--- src/rtl/i2c_slv_pkg.sv ---
package i2c_slv_pkg;

  typedef enum logic [2:0] {
    PH_IDLE, PH_ADDR, PH_AACK, PH_RX, PH_RACK, PH_TX, PH_TACK, PH_END
  } phase_t;

  typedef struct packed {
    logic scl;
    logic sda;
    logic rise;
    logic fall;
    logic start;
    logic stop;
  } bus_ev_t;

  localparam logic [7:0] ST_NONE     = 8'hF8;
  localparam logic [7:0] ST_SLA_W    = 8'h60;
  localparam logic [7:0] ST_GCALL    = 8'h70;
  localparam logic [7:0] ST_RX_ACK   = 8'h80;
  localparam logic [7:0] ST_RX_NACK  = 8'h88;
  localparam logic [7:0] ST_GRX_ACK  = 8'h90;
  localparam logic [7:0] ST_GRX_NACK = 8'h98;
  localparam logic [7:0] ST_END_BUS  = 8'hA0;
  localparam logic [7:0] ST_SLA_R    = 8'hA8;
  localparam logic [7:0] ST_TX_ACK   = 8'hB8;
  localparam logic [7:0] ST_TX_NACK  = 8'hC0;
  localparam logic [7:0] ST_TX_LAST  = 8'hC8;

endpackage

--- src/rtl/i2c_line_sync.sv ---
// Two bus lines through a flop chain each, then START/STOP/edge events.
module i2c_line_sync #(
  parameter int STAGES = 2   // must be 2 or more
) (
  input  logic                 clk,
  input  logic                 rst,
  input  logic                 scl_in,
  input  logic                 sda_in,
  output i2c_slv_pkg::bus_ev_t ev
);
  localparam int LINES = 2;  // index 0 = SCL, 1 = SDA

  logic [LINES-1:0] raw;
  wire  [LINES-1:0] cur;
  logic [LINES-1:0] prev;

  assign raw = {sda_in, scl_in};

  for (genvar g = 0; g < LINES; g++) begin : g_line
    logic [STAGES-1:0] chain;
    always_ff @(posedge clk) begin
      if (rst) chain <= '1;
      else     chain <= {chain[STAGES-2:0], raw[g]};
    end
    assign cur[g] = chain[STAGES-1];
  end

  always_ff @(posedge clk) begin
    if (rst) prev <= '1;
    else     prev <= cur;
  end

  always_comb begin
    ev.scl   = cur[0];
    ev.sda   = cur[1];
    ev.rise  = cur[0] & ~prev[0];
    ev.fall  = ~cur[0] & prev[0];
    ev.start = cur[0] & prev[0] & prev[1] & ~cur[1];
    ev.stop  = cur[0] & prev[0] & ~prev[1] & cur[1];
  end
endmodule

--- src/rtl/i2c_slave_fsm.sv ---
// Byte engine: address match, receive, transmit, status and clock hold.
module i2c_slave_fsm #(
  parameter int DATA_W = 8
) (
  input  logic                 clk,
  input  logic                 rst,
  input  i2c_slv_pkg::bus_ev_t ev,
  input  logic                 enable,
  input  logic                 ack_en,
  input  logic                 gc_en,
  input  logic [DATA_W-2:0]    own_addr,
  input  logic                 stop_req,
  input  logic                 si_ack,
  input  logic [DATA_W-1:0]    tx_byte,
  output logic                 si,
  output logic [7:0]           status,
  output logic [DATA_W-1:0]    rx_byte,
  output logic                 stop_flag,
  output logic                 sda_pull,
  output logic                 scl_pull
);
  import i2c_slv_pkg::*;

  localparam int BIT_W = $clog2(DATA_W + 1);
  localparam logic [BIT_W-1:0] LAST = BIT_W'(DATA_W);

  phase_t            phase;
  logic [BIT_W-1:0]  cnt;
  logic [DATA_W-1:0] sh;
  logic [DATA_W-1:0] txsh;
  logic              gcall;
  logic              rd_dir;
  logic              mack;
  logic              own_hit;
  logic              gc_hit;
  logic              addressed;

  always_comb begin
    own_hit   = ack_en && (sh[DATA_W-1:1] == own_addr);
    gc_hit    = ack_en && gc_en && (sh == '0);
    addressed = (phase == PH_AACK) || (phase == PH_RX) || (phase == PH_RACK) ||
                (phase == PH_TX) || (phase == PH_TACK);
  end

  always_ff @(posedge clk) begin
    if (rst) begin
      phase     <= PH_IDLE;
      cnt       <= '0;
      sh        <= '0;
      txsh      <= '0;
      gcall     <= 1'b0;
      rd_dir    <= 1'b0;
      mack      <= 1'b0;
      si        <= 1'b0;
      status    <= ST_NONE;
      rx_byte   <= '0;
      stop_flag <= 1'b0;
      sda_pull  <= 1'b0;
      scl_pull  <= 1'b0;
    end else begin
      scl_pull <= enable & si & ~ev.scl;
      if (si_ack) si <= 1'b0;

      if (!enable || stop_flag) begin
        phase     <= PH_IDLE;
        sda_pull  <= 1'b0;
        stop_flag <= 1'b0;
        cnt       <= '0;
      end else begin
        if (stop_req) stop_flag <= 1'b1;
        if (ev.start || ev.stop) begin
          sda_pull <= 1'b0;
          cnt      <= '0;
          if (addressed) begin
            si     <= 1'b1;
            status <= ST_END_BUS;
          end
          phase <= ev.start ? PH_ADDR : PH_IDLE;
        end else begin
          unique case (phase)
            PH_ADDR: begin
              if (ev.rise) begin
                sh  <= {sh[DATA_W-2:0], ev.sda};
                cnt <= cnt + 1'b1;
              end else if (ev.fall && cnt == LAST) begin
                if (own_hit || gc_hit) begin
                  sda_pull <= 1'b1;
                  gcall    <= gc_hit & ~own_hit;
                  rd_dir   <= own_hit & sh[0];
                  phase    <= PH_AACK;
                end else begin
                  phase <= PH_IDLE;
                end
              end
            end
            PH_AACK: begin
              if (ev.fall) begin
                sda_pull <= 1'b0;
                si       <= 1'b1;
                cnt      <= '0;
                status   <= gcall ? ST_GCALL : (rd_dir ? ST_SLA_R : ST_SLA_W);
                phase    <= rd_dir ? PH_TX : PH_RX;
              end
            end
            PH_RX: begin
              if (ev.rise) begin
                sh  <= {sh[DATA_W-2:0], ev.sda};
                cnt <= cnt + 1'b1;
              end else if (ev.fall && cnt == LAST) begin
                rx_byte  <= sh;
                sda_pull <= ack_en;
                mack     <= ack_en;
                phase    <= PH_RACK;
              end
            end
            PH_RACK: begin
              if (ev.fall) begin
                sda_pull <= 1'b0;
                si       <= 1'b1;
                cnt      <= '0;
                if (gcall) status <= mack ? ST_GRX_ACK : ST_GRX_NACK;
                else       status <= mack ? ST_RX_ACK : ST_RX_NACK;
                phase <= mack ? PH_RX : PH_IDLE;
              end
            end
            PH_TX: begin
              if (si_ack && si && cnt == '0) begin
                txsh     <= tx_byte;
                sda_pull <= ~tx_byte[DATA_W-1];
              end else if (ev.rise) begin
                cnt <= cnt + 1'b1;
              end else if (ev.fall && cnt != '0) begin
                if (cnt == LAST) begin
                  sda_pull <= 1'b0;
                  phase    <= PH_TACK;
                end else begin
                  txsh     <= txsh << 1;
                  sda_pull <= ~txsh[DATA_W-2];
                end
              end
            end
            PH_TACK: begin
              if (ev.rise) begin
                mack <= ~ev.sda;
              end else if (ev.fall) begin
                si  <= 1'b1;
                cnt <= '0;
                if (!mack) begin
                  status <= ST_TX_NACK;
                  phase  <= PH_END;
                end else if (ack_en) begin
                  status <= ST_TX_ACK;
                  phase  <= PH_TX;
                end else begin
                  status <= ST_TX_LAST;
                  phase  <= PH_END;
                end
              end
            end
            PH_END: begin
              if (si_ack && si) phase <= PH_IDLE;
            end
            default: ;
          endcase
        end
      end
    end
  end
endmodule

--- src/rtl/i2c_addr_slave.sv ---
module i2c_addr_slave #(
  parameter int DATA_W      = 8,
  parameter int SYNC_STAGES = 2
) (
  input  logic              clk,
  input  logic              rst,
  input  logic              scl_in,
  input  logic              sda_in,
  output logic              scl_pull,
  output logic              sda_pull,
  input  logic              enable,
  input  logic              ack_en,
  input  logic              gc_en,
  input  logic [DATA_W-2:0] own_addr,
  input  logic              stop_req,
  input  logic              si_ack,
  input  logic [DATA_W-1:0] tx_byte,
  output logic              irq,
  output logic [7:0]        status,
  output logic [DATA_W-1:0] rx_byte,
  output logic              stop_flag
);
  i2c_slv_pkg::bus_ev_t ev;

  i2c_line_sync #(.STAGES(SYNC_STAGES)) u_sync (
    .clk    (clk),
    .rst    (rst),
    .scl_in (scl_in),
    .sda_in (sda_in),
    .ev     (ev)
  );

  i2c_slave_fsm #(.DATA_W(DATA_W)) u_fsm (
    .clk       (clk),
    .rst       (rst),
    .ev        (ev),
    .enable    (enable),
    .ack_en    (ack_en),
    .gc_en     (gc_en),
    .own_addr  (own_addr),
    .stop_req  (stop_req),
    .si_ack    (si_ack),
    .tx_byte   (tx_byte),
    .si        (irq),
    .status    (status),
    .rx_byte   (rx_byte),
    .stop_flag (stop_flag),
    .sda_pull  (sda_pull),
    .scl_pull  (scl_pull)
  );
endmodule

--- config.mk ---
export PLATFORM = sky130hd
export DESIGN_NAME = i2c_addr_slave
export DESIGN_NICKNAME = d
export VERILOG_FILES = /design/src/rtl/i2c_slv_pkg.sv /design/src/rtl/i2c_line_sync.sv /design/src/rtl/i2c_slave_fsm.sv /design/src/rtl/i2c_addr_slave.sv
export SDC_FILE = /design/constraint.sdc
export NUM_CORES = 1
export LEC_CHECK = 0
export ABC_AREA = 1
export BUFFER_PORTS_ARGS = -buffer_cell sky130_fd_sc_hd__buf_4
export CAP_MARGIN = 20
export CORE_MARGIN = 5
export CORE_UTILIZATION = 51
export DETAILED_ROUTE_END_ITERATION = 8
export PLACE_DENSITY = 0.76
export SKIP_CTS_REPAIR_TIMING = 1
export SLEW_MARGIN = 20
export SYNTH_ARGS = -nofsm -noshare
export SYNTH_HDL_FRONTEND = slang
export SYNTH_SLANG_ARGS = --single-unit
--- constraint.sdc ---
create_clock -name clk -period 1.5 [get_ports clk]
set_input_delay 0 -clock clk [delete_from_list [all_inputs] [get_ports clk]]
set_output_delay 0 -clock clk [all_outputs]
set_load 0.05 [all_outputs]
### Word level (Yosys, flattened, before mapping)

Cells that the tools add are included.

* register bits: 51
* latch bits: 0
* bits in writable memories: 0
* bits in read-only memories: 0
* input port bits: 24
* output and inout port bits: 20
* word-level logic and storage cells: 175
* memories: 0

* add/sub/neg operators: 1
* multipliers: 0
* div/mod/pow operators: 0
* $lt $le $gt $ge: 0
* equality and inequality tests: 36
* shifts and indexed selects: 0
* multiplexer cells: 64
* bitwise gates (word level): 21
* reductions and logical operators: 37

Operator list (count)
* two-way mux 8 bit: 10
* two-way mux 3 bit: 16
* two-way mux 7 bit: 5
* inequality test 3 bit, second input constant: 9
* two-way mux 4 bit: 6
* case mux 8 bit (3 select lines): 1
* case mux 3 bit (7 select lines): 1
* two-way mux 1 bit: 18
* AND reduction 6 bit: 3
* case mux 4 bit (4 select lines): 1
* nonzero test 4 bit: 4
* inequality test 2 bit, second input constant: 7
* AND reduction 14 bit: 1
* == test 3 bit, second input constant: 4
* inequality test 3 x 2 -> 1 bit, second input constant: 4
* AND 1 bit: 11
* inequality test 2 x 1 -> 1 bit, second input constant: 5
* inverter 1 bit: 10
* AND reduction 9 bit: 1
* zero test 8 bit: 1
* nonzero test 8 bit: 1
* == test 7 bit: 1
* logical AND 1 bit: 7
* logical OR 1 bit: 7
* other kinds (17): 25

### Logic depth before layout (Yosys ltp)

Gate-level depths: netlist of the first run.

* depth after elaboration: 8
* gate-level depth with buffers: 11
* gate-level depth less buffers: 11

### Modules after synthesis

From an unflattened synthesis of the first run, not the netlist that was laid out.

* cells, all modules: 381
* area total of the unflattened synthesis: 2653.8 sq um

By module, submodules not included
* i2c_slave_fsm: instances 1, cells each 355, area each 2441.1 sq um, sequential area each 840.8 sq um
* i2c_line_sync: instances 1, cells each 26, area each 212.7 sq um, sequential area each 120.1 sq um

### Worst setup path after synthesis of the first run

Ideal clock, no wire load.

* kind: register to register
* start: reg u_fsm.si
* end: reg u_fsm.txsh[1]
* setup time: 117 ps
* arrival: 1582 ps
* data required time: 1383 ps
* setup slack: -199 ps
* stages on the path, launching flop included: 10
* path buffers: 0
* period minus slack after synthesis: 1699 ps
* path through: dfxtp_1 nand2_1 inv_1 nand3_2 nand2_1 nand3_2 nor2_4 inv_1 nor2_1 nor2_1

* word-level cells in the longest chain between the ends: 4
* elaborated cells on any way between the ends: 7
* classes of those cells: eq/ne (2); mux (1); reduce/logical (4)

RTL lines
* from (decl): line i2c_slave_fsm.sv:15 `output logic si,`
* from (signal assigned): line i2c_slave_fsm.sv:54 `si <= 1'b0;`
* from (signal assigned): line i2c_slave_fsm.sv:62 `if (si_ack) si <= 1'b0;`
* from (signal assigned): line i2c_slave_fsm.sv:75 `si <= 1'b1;`
* logical AND 1 bit * (2 in a row): line i2c_slave_fsm.sv:127 `if (si_ack && si && cnt == '0) begin`
* inequality test 2 bit (no source line), or another cell as far along
* AND reduction 6 bit (no source line)
* to (signal assigned): line i2c_slave_fsm.sv:128 `txsh <= tx_byte;`
* to (signal assigned): line i2c_slave_fsm.sv:137 `txsh <= txsh << 1;`
* to (decl): line i2c_slave_fsm.sv:30 `logic [DATA_W-1:0] txsh;`

Every way passes the cells marked *; elsewhere a longest branch is shown, timed or not.
A chain may end at the register's enable or synchronous reset.

### Worst setup path in the final report of the first run

* start: reg u_fsm.cnt[0]
* end: reg u_fsm.rx_byte[6]

* word-level cells in the longest chain between the ends: 3

RTL lines
* from (decl): line i2c_slave_fsm.sv:28 `logic [BIT_W-1:0] cnt;`
* from (signal assigned): line i2c_slave_fsm.sv:84 `cnt <= cnt + 1'b1;`
* from (signal assigned): line i2c_slave_fsm.sv:108 `cnt <= cnt + 1'b1;`
* from (signal assigned): line i2c_slave_fsm.sv:131 `cnt <= cnt + 1'b1;`
* == test 4 bit: line i2c_slave_fsm.sv:109 `end else if (ev.fall && cnt == LAST) begin`
* logical AND 1 bit: line i2c_slave_fsm.sv:109
* AND reduction 5 bit (no source line)
* to (signal assigned): line i2c_slave_fsm.sv:110 `rx_byte <= sh;`
* to (decl): line i2c_slave_fsm.sv:17 `output logic [DATA_W-1:0] rx_byte,`

No other way between the ends.

==> results of run 1 <==
## registers in the layout (all words and copies together), names as in the netlist, 2 cells and up
signal               cells
u_fsm.status             5
u_fsm.phase              3
u_fsm.sh                 8
u_sync.g_line.chain      4
u_fsm.rx_byte            8
u_fsm.txsh               7
u_fsm.cnt                4
u_sync.prev              2
## worst max-delay path, delay by kind of cell (launching register included)
kind,cells,cell delay [ns]
and+or+nand+nor,4,0.54
adders and majority gates,1,0.19
DFF,1,0.34
buffers and inverters,3,0.35
AOI/OAI and AO/OA,1,0.04
## cell usage in the layout (no fill, tap or decap), types with 5 or more instances in the layout
| cell | netlist | layout |
|---|---|---|
| nor2_1 | 48 | 42 |
| o21ai_0 | 28 | 21 |
| nand2_4 | 3 | 6 |
| mux2_2 | 6 | 6 |
| nor2_4 | 4 | 8 |
| inv_2 | 2 | 6 |
| dfxtp_2 | 0 | 11 |
| dlygate4sd3_1 | 0 | 6 |
| nand2_2 | 4 | 12 |
| nand2_1 | 77 | 66 |
| buf_4 | 5 | 80 |
| clkbuf_8 | 0 | 5 |
| or2_2 | 6 | 6 |
| dfxtp_1 | 48 | 34 |
| a21oi_2 | 7 | 8 |
| nand3_2 | 5 | 5 |
| inv_1 | 46 | 41 |
| nand3_1 | 20 | 18 |
| a21oi_1 | 28 | 26 |
| o21ai_1 | 7 | 13 |
## stage by stage
step	std cells	utilization [%]
floorplan	379	-
global placement	515	65.1
detailed placement	515	65.1
CTS	522	67.5
global route	539	73.8
finish	539	73.8
## cell type report
class,instances,area (sq um)
repair buffers,92,763
flip-flops and latches,48,986
clock buffers,6,93.8
clock inverters,1,30.0
inverters,51,200
well taps,70,87.6
fillers,401,1340
multi-input cells,271,1610
## Yosys cell counts (3+ instances only)
cell type  instances  area (sq um)
inv_1             46           173
nand2_1           77           289
o21ai_1            7          35.0
nand3_2            5          50.1
nor3_1             4          20.0
nand4_1            3          18.8
nand2_2            4          25.0
dfxtp_1           48           961
buf_4              5          37.5
or2_2              6          37.5
nand3_1           20           100
a21oi_4            3          48.8
o21ai_0           28           140
a21oi_2            7          61.3
mux2_2             6          67.6
a21oi_1           28           140
nor2_1            48           180
nor2_4             4          45.0
nand2_4            3          33.8
## worst paths after layout
check | cells past startpoint | endpoint | slack (ns) | startpoint
setup / recovery | 9 | u_fsm.rx_byte[6] | -0.07 | u_fsm.cnt[0]
hold / removal | 4 | u_fsm.txsh[3] | 0.03 | tx_byte[3]
setup reg to reg | 9 | u_fsm.rx_byte[6] | -0.07 | u_fsm.cnt[0]
hold reg to reg | 1 | u_sync.g_line[0].chain[1] | 0.41 | u_sync.g_line[0].chain[0]
## routing by layer
metal	vias up	wire length (microns)	part of all wire, %	global-route usage [%]
li1	1395	-	-	-
met1	1266	3230	44	27.5
met2	77	3670	50	34.7
met3	15	308	4.2	3.25
met4	0	136	1.9	7.81
met5	-	0	0	0
## cell families after synthesis
kind of cell    count (synthesis)  synth area share [%]
compound gates                 77                  17.3
xor+xnor                        1                 0.327
fa+ha+maj                       2                 0.934
buf+inv                        61                  10.1
flops                          48                  35.9
mux                             6                  2.52
other cells                     1                 0.140
simple gates                  181                  32.8
## power by group through the flow
stage | logic, mW | clock network (mW) | registers, mW
2_1_floorplan | 0.165 | 0 | 1.36
3_3_place_gp | 0.307 | 0 | 1.33
3_5_place_dp | 0.313 | 0 | 1.33
4_1_cts | 0.315 | 1.04 | 1.30
5_1_grt | 0.390 | 1.11 | 1.30
6_report | 0.362 | 1.04 | 1.30
==> run summary, run 1 <==
Cts bufs inserted = 5
Worst-path clk slew = 0.09 ns
Largest net degree at the start of global routing = 19
Status = finished with violations
Synth Register Bits = 48
Clk root buf = clkbuf_8
Post-Syn Instances = 377
Number of flops mapped to enable cells by yosys = 0
Post-route setup slack = -0.0662 ns
Routed via count = 2753
I/O pins = 44
Vias/cell = 5.11
Crit path cell chain = inv_2 > ha_4 > nand2_2 > nor2_4 > nand2_4 > nor3_4 > buf_12 > buf_4 > a21oi_2
RSZ-0062 raised after global routing = yes
Die ar. = 6800 sq um
Vias in the first global route = 2557
Crit path max-delay cell type = dfxtp_2
Data required, critical path = 1.70 ns
Period utilisation layout = 104%
Leakage = 1.75 nW
Final hold slack = 0.0322 ns
PwrDens = 717 nW/um^2
Initial antenna violation count = 0
# DRC = 0
Sequential share of power = 48.2%
Clk sinks = 48
Fin crit period = 1.57 ns
Sw frac = 24.8%
Congestion Overflow GR = 0
Clock power share = 38.4%
HPWL after DPL = 5090 microns
Dpl ws = -0.106 ns
Later-pin clock latency in the skew report = 0.30 ns
Design area = 3770 sq um
Failing checks = negative setup slack
N_diodes = 0
Dpl cell area = 3320 sq um
Setup_tns = -0.511 ns
Global Route Usage Sum = 21.0%
Vert. Die Dim = 82.5 microns
Drt initial violations = 203
Peak Freq = 639 MHz
Initial Util = 52.4%
Pre-antenna DRT Iters = 4
Seq/Total Area, Yosys = 35.9%
Final Hold Viols = 0
Maximum root-to-sink buffer count = 2
Die X = 82.5 microns
Post-Route WL = 7340 microns
CTS tree = built
Asr flop ratio synth = 0%
Area delta synth->final = 40.7%
Placer Congestion = 0.975
CP Launch Type = flip-flop
Crit-path max cell delay = 0.34 ns
CTS HTree Levels = 2
Cell Rows = 26
Total power draw = 2.70 mW
Comb pwr share = 13.4%
Post-Synthesis Cell Area = 2680 sq um
First-pass GRT wire length = 11200 microns
Int Pwr = 2.03 mW
Buffers on Ports = 40
Finish-stage setup viols = 11
Core footprint = 5110 sq um
Arrival time at the worst endpoint = 1.77 ns
Max-slew violations = 0
Synth warn = 0
WL/cell = 13.6 microns
Clock Skew = 0.00759 ns
Max-Cap Viols = 0
Ys flop type = dfxtp_1
Hold WC Path Type = input pin to flip-flop
Syn Area/Cell = 7.10 sq um
VDD IR-drop max = 677 uV
Fin nets = 495
Layout cells sized above 1 = 39.7%
P_sw = 0.671 mW
Crit Path Max Fanout = 15
Synth cell types = 36
Final ANT Viol Nets = 0
Critical path class = flip-flop to flip-flop
CP endpoint kind = flip-flop
(Power assumes the default switching activity.)
==> inputs of run 2 (changes only) <==
- SETUP_SLACK_MARGIN: unset -> 0.05
- SLEW_MARGIN: 20 -> unset
==> run 2 against run 1 <==
The flow still finishes with violations (negative setup slack). Core utilization rose by 1.3 points. Sequential share of layout area fell by 0.70 points. Combinational power grew 6.6%. Clock skew is essentially flat. First-iteration DRC count is 19% higher. Maximum frequency fell by 0.16%. Critical endpoint is now u_fsm.phase[0].
==> run summary, run 2 (synthesis results as in run 1) <==
Initial antenna violation count = 0 (unchanged)
Crit Path Max Fanout = 5 (-10)
Dpl cell area = 3370 sq um (+1.4%)
Vias in the first global route = 2458 (-3.9%)
Pre-antenna DRT Iters = 4 (unchanged)
Most common cell after layout, fill and taps aside = buf_4
Crit-path max cell delay = 0.33 ns (about the same)
Finish-stage setup viols = 2 (-9)
Post-Route WL = 7420 microns (+0.99%)
RSZ-0062 raised after global routing = yes
R2R setup slack = -0.07 ns (about the same)
Vias/cell = 5.14 (+0.70%)
Cell Rows = 26 (unchanged)
Comb pwr share = 15.9% (+2.5 points)
Sequential share of power = 53.8% (+5.6 points)
Maximum root-to-sink buffer count = 2 (unchanged)
WL/cell = 13.6 microns (-0.12%)
Core footprint = 5110 sq um (unchanged)
Design area = 3840 sq um (+1.8%)
Routed via count = 2803 (+1.8%)
Fin crit period = 1.57 ns (+0.00253 ns)
Post-route setup slack = -0.0687 ns (-0.00253 ns)
Setup_tns = -0.0835 ns (+0.427 ns)
Data required, critical path = 1.70 ns (about the same)
Status = finished with violations
Reg-to-Reg Start = u_fsm.cnt[1]
CTS tree = built
Final ANT Viol Nets = 0 (unchanged)
Crit path cell chain = inv_2 > ha_4 > nand2_2 > nor2_2 > nand2_2 > nand2_2 > nand4_1 > nand2_1 > nand2_1 > nand2_1 > nor2_1
Total power draw = 2.42 mW (-10%)
CP Launch Type = flip-flop
Fin util = 75.1% (+1.3 points)
Clk root buf = clkbuf_8
Clock Skew = 0.00717 ns (-0.000425 ns)
Max-slew violations = 0 (unchanged)
Layout cells sized above 1 = 41.1% (+1.4 points)
Clk sinks = 48 (unchanged)
# DRC = 0 (unchanged)
Placer Congestion = 0.898 (-7.9%)
Leakage = 1.76 nW (+0.57%)
Hold WC Path Type = input pin to flip-flop
Final Hold Viols = 0 (unchanged)
Buffers on Ports = 40 (unchanged)
N_diodes = 0 (unchanged)
Dpl ws = -0.117 ns (-0.0109 ns)
Largest regs = u_fsm.rx_byte: 8 flops, u_fsm.sh: 8 flops, u_fsm.txsh: 7 flops
Failing checks = negative setup slack
VDD IR-drop max = 562 uV (-17%)
Most frequent cells in the layout = 81 x buf_4, 65 x nand2_1, 41 x inv_1
Int Pwr = 1.77 mW (-13%)
Multi-input logic area = 1640 sq um (+1.7%)
Arrival time at the worst endpoint = 1.77 ns (about the same)
Fin nets = 501 (+1.2%)
Crit path to = u_fsm.phase[0]
First-pass GRT wire length = 10500 microns (-6.3%)
Area delta synth->final = 43.3%
Initial Util = 52.4% (unchanged)
Setup crit start = u_fsm.cnt[1]
Die ar. = 6800 sq um (unchanged)
Sw frac = 26.9% (+2.1 points)
Congestion Overflow GR = 0 (unchanged)
Vert. Die Dim = 82.5 microns (unchanged)
PwrDens = 632 nW/um^2 (-12%)
Reg2reg end = u_fsm.phase[0]
Global Route Usage Sum = 19.6% (-1.4 points)
Storage element area = 977 sq um (-0.89%)
Drt initial violations = 241 (+19%)
Cts bufs inserted = 5 (unchanged)
HPWL after DPL = 4840 microns (-5.0%)
Reg2Reg Depth = 11 (+2)
Period utilisation layout = 105% (+0.17 points)
Max-Cap Viols = 0 (unchanged)
Worst-path clk slew = 0.09 ns (about the same)
Clock power share = 30.3% (-8.1 points)
CP endpoint kind = flip-flop
Later-pin clock latency in the skew report = 0.30 ns (about the same)
Hold Path Stages = 4 (unchanged)
Fillers = 389 (-3.0%)
Critical path class = flip-flop to flip-flop
Largest net degree at the start of global routing = 24 (+5)
Die X = 82.5 microns (unchanged)
P_sw = 0.653 mW (-2.7%)
CTS HTree Levels = 2 (unchanged)
Crit path max-delay cell type = dfxtp_2
I/O pins = 44 (unchanged)
Peak Freq = 637 MHz (-0.16%)
run 2: cell types whose count changed in the layout (fill, tap and decap cells not counted), sizes merged:
cell      before  now
buf           86   91
bufinv         1    0
clkinvlp       0    1
inv           50   51
run 2: worst min-delay path by stage:
stage | start | end | slack, ns
finish | tx_byte[2] | u_fsm.txsh[2] | 0.03
global route | tx_byte[4] | u_fsm.txsh[4] | 0.05
CTS | sda_in | u_sync.g_line[1].chain[0] | -0.13
detailed placement | sda_in | u_sync.g_line[1].chain[0] | 0.19
global placement | sda_in | u_sync.g_line[1].chain[0] | 0.19
floorplan | scl_in | u_sync.g_line[0].chain[0] | 0.10
run 2: worst max-delay path: cells and delay by family (launching register included):
family	cells	cell delay (ns)
AND/OR/NAND/NOR	9	0.90
flip-flops	1	0.33
adder cells (fa/ha/maj)	1	0.17
buffers and inverters	1	0.07
run 2: power groups by stage:
stage / combinational [mW] / sequential [mW] / clock [mW]
4_1_cts: 0.328 / 1.30 / 0.750
6_report: 0.386 / 1.30 / 0.735
2_1_floorplan: 0.165 / 1.36 / 0
3_3_place_gp: 0.324 / 1.33 / 0
3_5_place_dp: 0.326 / 1.33 / 0
5_1_grt: 0.413 / 1.31 / 0.800
run 2: final cells by class:
| cell class | count | share of cell area (%) |
|---|---|---|
| tap | 70 | 2.28 |
| clock buffer | 5 | 1.79 |
| timing repair buffer | 98 | 22.1 |
| multi-input combinational | 271 | 42.6 |
| inverter | 51 | 5.38 |
| sequential | 48 | 25.5 |
| clock inverter | 2 | 0.326 |
run 2: layer usage:
metal,up-vias,global-route usage (%),part of all wire [%]
li1,1405,-,-
met1,1297,24.3,43
met2,81,33.6,49
met3,20,4.23,5.0
met4,0,6.48,2.4
met5,-,0,0
run 2: per-stage QoR:
step / hold WS (ns) / std cells
floorplan: 0.104 / 379
global placement: 0.185 / 518
detailed placement: 0.189 / 518
CTS: -0.125 / 525
global route: 0.0480 / 545
finish: 0.0349 / 545
==> inputs of run 3 (changes only) <==
- CELL_PAD_IN_SITES_DETAIL_PLACEMENT: unset -> 1
- CELL_PAD_IN_SITES_GLOBAL_PLACEMENT: unset -> 1
- CORE_UTILIZATION: 51 -> 36
- PLACE_DENSITY: 0.76 -> unset
- PLACE_DENSITY_LB_ADDON: unset -> 0.1
==> run 3 against run 2 <==
The flow finishes with violations (negative hold slack, negative setup slack). First-iteration DRC count shrank 75%. Sequential cell count stayed put. Design area increased by 0.65%. Clock power up 29%.
==> run summary, run 3 (synthesis results as in run 1) <==
Period utilisation layout = 104% (-0.57 points)
Drt initial violations = 61 (-75%)
Max-slew violations = 0 (unchanged)
Worst-path clk slew = 0.10 ns (about the same)
Met3 usage = 3.28% (-0.95 points)
VDD IR-drop max = 562 uV (about the same)
Core footprint = 7250 sq um (+42%)
Die ar. = 9260 sq um (+36%)
R2R setup slack = -0.06 ns (about the same)
Global Route met2 Usage = 28.2% (-5.4 points)
Status = finished with violations
Vert. Die Dim = 96.2 microns (+17%)
Failing checks = negative hold slack, negative setup slack
Vias/cell = 4.74 (-7.8%)
Post-route setup slack = -0.0602 ns (+0.00849 ns)
Max-Cap Viols = 0 (unchanged)
Finish-stage setup viols = 7 (+5)
Final ANT Viol Nets = 0 (unchanged)
Buffers on Ports = 40 (unchanged)
Later-pin clock latency in the skew report = 0.32 ns (+0.02 ns)
Initial Util = 36.9% (-16 points)
Most frequent cells in the layout = 80 x buf_4, 65 x nand2_1, 36 x inv_1
PwrDens = 679 nW/um^2 (+7.5%)
Setup_tns = -0.187 ns (-0.103 ns)
Cts bufs inserted = 5 (unchanged)
Final Hold Viols = 6 (+6)
Congestion Overflow GR = 0 (unchanged)
Most common cell after layout, fill and taps aside = buf_4
Largest net degree at the start of global routing = 19 (-21%)
Most Crowded Layer GR = met2
Placer Congestion = 0.829 (-7.7%)
CTS HTree Levels = 2 (unchanged)
First-pass GRT wire length = 12600 microns (+21%)
Initial antenna violation count = 0 (unchanged)
Leakage = 1.75 nW (-0.63%)
Post-Route WL = 8240 microns (+11%)
Routed via count = 2703 (-3.6%)
WL/cell = 14.5 microns (+6.2%)
Maximum root-to-sink buffer count = 2 (unchanged)
Die X = 96.2 microns (+17%)
Clk sinks = 48 (unchanged)
CP endpoint kind = flip-flop
Area delta synth->final = 44.3%
# DRC = 0 (unchanged)
Layout cells sized above 1 = 44.2% (+3.1 points)
Fin crit period = 1.56 ns (-0.00849 ns)
Largest regs = u_fsm.rx_byte: 8 flops, u_fsm.sh: 8 flops, u_fsm.txsh: 7 flops
Critical path class = flip-flop to flip-flop
Vias in the first global route = 2672 (+8.7%)
Clock Skew = 0.0140 ns (+0.00679 ns)
Pre-antenna DRT Iters = 4 (unchanged)
I/O pins = 44 (unchanged)
Data required, critical path = 1.71 ns (about the same)
Fin util = 53.3% (-22 points)
CTS tree = built
RSZ-0062 raised after global routing = yes
Met1 Usage GRT = 24.2% (-0.12 points)
Peak Freq = 641 MHz (+0.54%)
HPWL after DPL = 5990 microns (+24%)
CP Launch Type = flip-flop
Arrival time at the worst endpoint = 1.78 ns (about the same)
Hold WC Path Type = input pin to flip-flop
N_diodes = 0 (unchanged)
Cell Rows = 31 (+19%)
Final hold slack = -0.0241 ns (-0.0589 ns)
Clk root buf = clkbuf_8
Crit Path Max Fanout = 5 (unchanged)
Fin nets = 496 (-1.0%)
Global Route Usage Sum = 17.4% (-2.2 points)
Fillers = 934 (+140%)
==> run 3: cell count changes in the layout (fill, tap and decap cells not counted), sizes merged <==
cell	delta
buf	-4
clkinv	-1
inv	+1
==> run 3: cell type report <==
| class | instances | area (sq um) | share of cell area (%) |
|---|---|---|---|
| well taps | 99 | 124 | 3.21 |
| clock buffers | 6 | 93.8 | 2.43 |
| repair buffers | 93 | 757 | 19.6 |
| flip-flops and latches | 48 | 990 | 25.6 |
| inverters | 51 | 206 | 5.35 |
| clock inverters | 2 | 16.3 | 0.421 |
| multi-input cells | 271 | 1680 | 43.4 |
==> run 3: critical path: stages (launching register included) <==
cell     delay [ns]
dfxtp_2        0.34
inv_2          0.08
ha_4           0.19
nand2_4        0.06
nor2_4         0.12
nand2_4        0.11
nand2_2        0.11
nand3_2        0.10
nor2_4         0.15
buf_4          0.12
a21oi_1        0.06
==> run 3: path summary, 6_finish.rpt <==
| path | startpoint | to | cells after the start |
|---|---|---|---|
| setup / recovery | u_fsm.cnt[1] | u_fsm.phase[1] | 10 |
| hold / removal | rst | u_fsm.status[4] | 3 |
| setup reg to reg | u_fsm.cnt[1] | u_fsm.phase[1] | 10 |
| hold reg to reg | u_sync.g_line[1].chain[0] | u_sync.g_line[1].chain[1] | 1 |
==> run 3: routing by layer <==
layer | vias to the layer above | part of all wire, %
li1 | 1386 | -
met1 | 1282 | 49
met2 | 30 | 48
met3 | 5 | 2.2
met4 | 0 | 0.76
met5 | - | 0
==> run 3: power by group <==
group,internal (mW),switching (mW)
sequential,1.29,0.0172
combinational,0.157,0.215
clock,0.437,0.512
==> run 3: stage by stage <==
stage / worst slack, ns / area [sq um] / std cells / hold slack [ns] / power [mW]
4_1_cts: -0.144 / 3440 / 551 / -0.148 / 2.60
5_1_grt: -0.134 / 3860 / 570 / 0.00531 / 2.74
2_1_floorplan: 0.0526 / 2700 / 379 / 0.104 / 1.52
6_report: -0.0602 / 3860 / 570 / -0.0241 / 2.62
3_5_place_dp: -0.113 / 3330 / 543 / 0.187 / 1.65
3_3_place_gp: -0.0637 / 3330 / 543 / 0.184 / 1.65
